--- src/rtl/gpio_irq_pkg.sv ---
package gpio_irq_pkg;

    localparam int PORT_W_DEF = 8;
    localparam int ADDR_W     = 2;

    typedef enum logic [ADDR_W-1:0] {
        REG_PINS  = 2'd0,
        REG_POL   = 2'd1,
        REG_MASK  = 2'd2,
        REG_FLAGS = 2'd3
    } reg_sel_e;

    // polarity: 0 = low-to-high, 1 = high-to-low
    function automatic logic edge_seen(input logic now_v, input logic before_v,
                                       input logic falling);
        return falling ? (before_v & ~now_v) : (now_v & ~before_v);
    endfunction

endpackage

--- src/rtl/gpio_sync.sv ---
module gpio_sync #(
    parameter int N      = 8,
    parameter int STAGES = 2
) (
    input  logic         clk,
    input  logic         rst,
    input  logic [N-1:0] async_in,
    output logic [N-1:0] sync_out
);
    logic [N-1:0] stage_q [STAGES];

    always_ff @(posedge clk) begin
        if (rst) stage_q[0] <= '0;
        else     stage_q[0] <= async_in;
    end

    for (genvar s = 1; s < STAGES; s++) begin : g_stage
        always_ff @(posedge clk) begin
            if (rst) stage_q[s] <= '0;
            else     stage_q[s] <= stage_q[s-1];
        end
    end

    assign sync_out = stage_q[STAGES-1];
endmodule

--- src/rtl/gpio_edge.sv ---
module gpio_edge
    import gpio_irq_pkg::*;
#(
    parameter int N = 8
) (
    input  logic         clk,
    input  logic         rst,
    input  logic [N-1:0] level,
    input  logic [N-1:0] polarity,
    output logic [N-1:0] hit
);
    logic [N-1:0] prev_q;

    always_ff @(posedge clk) begin
        if (rst) prev_q <= '0;
        else     prev_q <= level;
    end

    for (genvar b = 0; b < N; b++) begin : g_bit
        assign hit[b] = edge_seen(level[b], prev_q[b], polarity[b]);
    end
endmodule

--- src/rtl/gpio_regs.sv ---
module gpio_regs
    import gpio_irq_pkg::*;
#(
    parameter int N = 8
) (
    input  logic              clk,
    input  logic              rst,
    input  logic              bus_sel,
    input  logic              bus_wr,
    input  logic [ADDR_W-1:0] bus_addr,
    input  logic [N-1:0]      bus_wdata,
    output logic [N-1:0]      bus_rdata,
    input  logic [N-1:0]      level,
    input  logic [N-1:0]      hit,
    output logic [N-1:0]      polarity,
    output logic [N-1:0]      mask,
    output logic [N-1:0]      flags
);
    logic     wr_en;
    reg_sel_e sel;
    logic     pol_we, mask_we, flag_we;
    logic [N-1:0] pol_q, mask_q, flag_q, flag_d;

    assign wr_en   = bus_sel & bus_wr;
    assign sel     = reg_sel_e'(bus_addr);
    assign pol_we  = wr_en && (sel == REG_POL);
    assign mask_we = wr_en && (sel == REG_MASK);
    assign flag_we = wr_en && (sel == REG_FLAGS);

    // a detected transition overrides a clearing write
    always_comb begin
        flag_d = flag_we ? bus_wdata : flag_q;
        flag_d = flag_d | hit;
    end

    always_ff @(posedge clk) begin
        if (rst) begin
            pol_q  <= '0;
            mask_q <= '0;
            flag_q <= '0;
        end else begin
            if (pol_we)  pol_q  <= bus_wdata;
            if (mask_we) mask_q <= bus_wdata;
            flag_q <= flag_d;
        end
    end

    always_comb begin
        unique case (sel)
            REG_PINS:  bus_rdata = level;
            REG_POL:   bus_rdata = pol_q;
            REG_MASK:  bus_rdata = mask_q;
            REG_FLAGS: bus_rdata = flag_q;
            default:   bus_rdata = '0;
        endcase
    end

    assign polarity = pol_q;
    assign mask     = mask_q;
    assign flags    = flag_q;

    for (genvar b = 0; b < N; b++) begin : g_chk
        AST_FLAG_STICKY: assert property (@(posedge clk) disable iff (rst)
            (flag_q[b] && !flag_we) |=> flag_q[b]);
        AST_EDGE_WINS: assert property (@(posedge clk) disable iff (rst)
            hit[b] |=> flag_q[b]);
        AST_WRITE_LOADS: assert property (@(posedge clk) disable iff (rst)
            (flag_we && !hit[b]) |=> (flag_q[b] == $past(bus_wdata[b])));
        AST_NO_SPURIOUS: assert property (@(posedge clk) disable iff (rst)
            (!flag_q[b] && !flag_we && !hit[b]) |=> !flag_q[b]);
    end
endmodule

--- src/rtl/gpio_edge_irq.sv ---
module gpio_edge_irq
    import gpio_irq_pkg::*;
#(
    parameter int N          = PORT_W_DEF,
    parameter int SYNC_DEPTH = 2
) (
    input  logic              clk,
    input  logic              rst,
    input  logic [N-1:0]      pins,
    input  logic              bus_sel,
    input  logic              bus_wr,
    input  logic [ADDR_W-1:0] bus_addr,
    input  logic [N-1:0]      bus_wdata,
    output logic [N-1:0]      bus_rdata,
    input  logic              irq_global_en,
    output logic              irq
);
    logic [N-1:0] level, hit, polarity, mask, flags;

    gpio_sync #(.N(N), .STAGES(SYNC_DEPTH)) u_sync (
        .clk(clk), .rst(rst), .async_in(pins), .sync_out(level)
    );

    gpio_edge #(.N(N)) u_edge (
        .clk(clk), .rst(rst), .level(level), .polarity(polarity), .hit(hit)
    );

    gpio_regs #(.N(N)) u_regs (
        .clk(clk), .rst(rst),
        .bus_sel(bus_sel), .bus_wr(bus_wr), .bus_addr(bus_addr),
        .bus_wdata(bus_wdata), .bus_rdata(bus_rdata),
        .level(level), .hit(hit),
        .polarity(polarity), .mask(mask), .flags(flags)
    );

    assign irq = irq_global_en & |(flags & mask);

    AST_IRQ_GLOBAL_OFF: assert property (@(posedge clk) disable iff (rst)
        !irq_global_en |-> !irq);
    AST_IRQ_NEEDS_SOURCE: assert property (@(posedge clk) disable iff (rst)
        irq |-> ((flags & mask) != '0));
endmodule

--- config.mk ---
export PLATFORM = sky130hd
export DESIGN_NAME = gpio_edge_irq
export DESIGN_NICKNAME = d
export VERILOG_FILES = /design/src/rtl/gpio_irq_pkg.sv /design/src/rtl/gpio_sync.sv /design/src/rtl/gpio_edge.sv /design/src/rtl/gpio_regs.sv /design/src/rtl/gpio_edge_irq.sv
export SDC_FILE = /design/constraint.sdc
export NUM_CORES = 1
export LEC_CHECK = 0
export ABC_AREA = 1
export BUFFER_PORTS_ARGS = -buffer_cell sky130_fd_sc_hd__clkbuf_2
export CAP_MARGIN = 15
export CORE_AREA = 2 2 90 49
export DETAILED_ROUTE_END_ITERATION = 8
export DIE_AREA = 0 0 92 51
export PLACE_DENSITY_LB_ADDON = 0.2
export SYNTH_ARGS = -nofsm -noshare
export SYNTH_HDL_FRONTEND = slang
export SYNTH_SLANG_ARGS = --single-unit
--- constraint.sdc ---
create_clock -name clk -period 0.93 [get_ports clk]
set_input_delay 0.0465 -clock clk [delete_from_list [all_inputs] [get_ports clk]]
set_output_delay 0.0465 -clock clk [all_outputs]
set_load 0.05 [all_outputs]
==> results.cfg <==
[setup_path]
cpPeakStageDelay_ns = 0.34
worst_r2r_endpoint = u_regs.flags[7]
worstPathCellList = nand2_1 -> nand2_1 -> nor2_2 -> a21boi_4 -> buf_8
timing.critical_path.mode_cell = sky130_fd_sc_hd__nand2_1
timing.critical_path.required_ns = 0.88
critical_path_class = reg -> out
critPathSlowestCell = sky130_fd_sc_hd__dfxtp_2
timing.critical_path.to_type = output port
critical_path.startpoint_type = register
cp_top_family = flip-flops
worst-endpoint-arrival_ns = 1.15
setup.reg_to_reg.worst_slack_ns = 0.05
r2r_start = u_regs.flags[7]
critical_path.n_buffers_inverters = 1
worst-r2r-cell-count = 6
crit_path_max_fanout = 2

[clocking]
clock-root-buffer = sky130_fd_sc_hd__clkbuf_8
cts.reportedPaths.clkPinSlew_ns = 0.09
htree_levels = 2
numCtsBuffers = 5
tritoncts_clock_tree = built
cts.sink_count = 48
clock_latency_ns = 0.29
clock_path_buffers = 2

[grt]
track_usage_pct = 23.9
initial_antenna_violation_count = 0
grt_pass1_wl_mm = 8.65
grt-ovfl-total = 0
vias_in_the_first_global_route = 1964
grt_start_max_net_pins = 25

[synth]
yosys_warnings = 0
synth.ff_latch_count = 48
postSynthNetCount = 341
syn_avg_cell_area_um2 = 6.52
seq_area_frac_synth_pct = 46.3
synth.lib_cells_used.distinct = 13
syn-instance-count = 318
mappedNetlistArea_um2 = 2070

[routing]
post-route-drc-count = 0
final_antenna_net_count = 0
drt_iter0_drc = 106
via_count = 2086
wl_mm = 5.19
wl_per_cell_um = 11.7
initial_drt_pass_iterations = 4
route.detailed.vias_per_inst = 4.70

[layout]
total_number_of_nets_in_the_final_design = 410
flow.area_growth_from_synthesis_pct = 41.3
drive_above_1_share_pct = 28.9
final_core_utilization_pct = 72.5
antenna-diode-count = 0
finish.cell_count_without_fillers = 444
fill_cells = 346

[timing]
worst_hold_slack_ns = 0.00796
setup_viol = 9
max_clock_freq_ghz = 0.837
grt_setup_unrepaired = yes
final_hold_viol_count = 0
post_route_minimum_period_ns = 1.19
transition_time_at_the_pin_with_the_least_slew_margin_ns = 0.389
layout_setup_ws_ns = -0.264
worst_slew_margin_rel_pct = 74.1
drv_slew = 0
fin_worst_skew_ns = 0.0111
final_min_period_over_clock_period_pct = 128

[hold_path]
worst_hold_path_stage_count = 3
holdPathEnd = u_regs.mask[3]
hp-class = in -> reg
hold_path_start = bus_wdata[3]

[floorplan]
dieArea_um2 = 4690
core_area_um2 = 4040
die_x_um = 92
start_util_pct = 51.3
vert_die_dim_um = 51
core.rowCount = 17
floorplan.io_pins = 32

[place]
finalWeightedCongestion = 0.882
port_buffers = 31
placed_cells_incl_taps = 427
pre_cts_ws_ns = -0.0779
place_hpwl_mm = 3.46

[status]
outcome = complete, but fails checks
violations = setup timing

[pwr]
power.density_nw_per_um2 = 1410
design_power_total_uw = 4130
max-vdd-ir-drop_v = 0.000981
cellLeakagePower_uw = 0.00146

[flow_run]
max-cap-violations = 0
[cells by family (layout without fill, tap and decap cells)]
kind of cell	Yosys count	after routing	synth area share, %
DFF	48	48	46.3
AOI/OAI and AO/OA	17	17	4.22
and+or+nand+nor	191	191	37.9
buffers and inverters	62	131	11.5
[worst register-to-register path: stages, from the launching register on]
cell                      delay [ns]
sky130_fd_sc_hd__dfxtp_2        0.33
sky130_fd_sc_hd__buf_6          0.11
sky130_fd_sc_hd__buf_4          0.12
sky130_fd_sc_hd__nand2_1        0.05
sky130_fd_sc_hd__nand3_1        0.06
sky130_fd_sc_hd__nand2_1        0.08
sky130_fd_sc_hd__inv_2          0.04
[synth_stat cells (all sizes together)]
| cell type | instances | area (µm²) |
|---|---|---|
| a21boi | 1 | 7.51 |
| buf | 5 | 25.0 |
| dfxtp | 48 | 961 |
| inv | 57 | 214 |
| nand2 | 113 | 442 |
| nand3 | 8 | 40.0 |
| nand4 | 8 | 50.1 |
| nor2 | 62 | 255 |
| o21ai | 16 | 80.1 |
[cells in the final DEF (no fill, tap or decap), types with 9 or more instances in the layout]
cell type,Yosys,layout
sky130_fd_sc_hd__inv_1,56,55
sky130_fd_sc_hd__nand2_2,1,19
sky130_fd_sc_hd__dfxtp_1,48,30
sky130_fd_sc_hd__clkbuf_2,0,22
sky130_fd_sc_hd__dfxtp_2,0,18
sky130_fd_sc_hd__buf_6,0,15
sky130_fd_sc_hd__o21ai_0,16,16
sky130_fd_sc_hd__nand2_1,110,92
sky130_fd_sc_hd__buf_12,0,9
sky130_fd_sc_hd__buf_4,0,12
sky130_fd_sc_hd__nor2_1,59,57
[what timing repair did]
action / CTS / global route
hold endpoints to repair: 8 / 0
resized for setup: 34 / 24
hold buffers: 8 / 0
cloned: 0 / 0
endpoints found under the setup margin: 9 / 11
setup buffers: 0 / 2
pin swaps: 15 / 7
[final cells by class]
| type | instances | area (µm²) | share of cell area (%) |
|---|---|---|---|
| flip-flops and latches | 48 | 983 | 33.5 |
| inverters | 57 | 214 | 7.30 |
| well taps | 57 | 71.3 | 2.43 |
| repair buffers | 67 | 644 | 22.0 |
| multi-input cells | 208 | 941 | 32.1 |
| clock buffers | 6 | 72.6 | 2.48 |
| clock inverters | 1 | 5.00 | 0.171 |
[how the worst max path moves through the flow]
| stage | start | endpoint | slack, ns | cells after the start |
|---|---|---|---|---|
| finish | u_regs.mask[7] | irq | -0.26 | 5 |
| global route | u_regs.mask[7] | irq | -0.31 | 5 |
| CTS | u_regs.flags[6] | bus_rdata[6] | -0.28 | 4 |
| detailed placement | bus_addr[0] | bus_rdata[5] | -0.08 | 8 |
| global placement | bus_addr[0] | bus_rdata[5] | -0.04 | 8 |
| floorplan | u_regs.polarity[0] | bus_rdata[0] | 0.05 | 2 |
[flip-flops by register name, indices dropped and copies added, names as in the netlist]
name / cells
u_edge.prev_q: 8
u_regs.flags: 8
u_regs.mask: 8
u_regs.polarity: 8
u_sync.stage_q: 16
[routing by layer]
metal / global-route usage, % / wire length, µm / vias up
li1: - / - / 1074
met1: 30.7 / 2310 / 924
met3: 5.46 / 451 / 4
met2: 42.4 / 2400 / 84
met5: 0 / 0 / -
met4: 4.48 / 23 / 0
[through the flow]
stage / setup TNS (ns) / area, µm²
after CTS: -2.26 / 2860
after detailed placement: -1.30 / 2620
final: -2.19 / 2930
after global routing: -2.58 / 2930
after floorplan: 0 / 2090
after global placement: -0.395 / 2620
[power breakdown]
group          total, µW  internal [µW]  switching [µW]
Clock               1160            512             647
Combinational        748            353             396
Sequential          2220           2160            60.5
(Power assumes the default switching activity.)
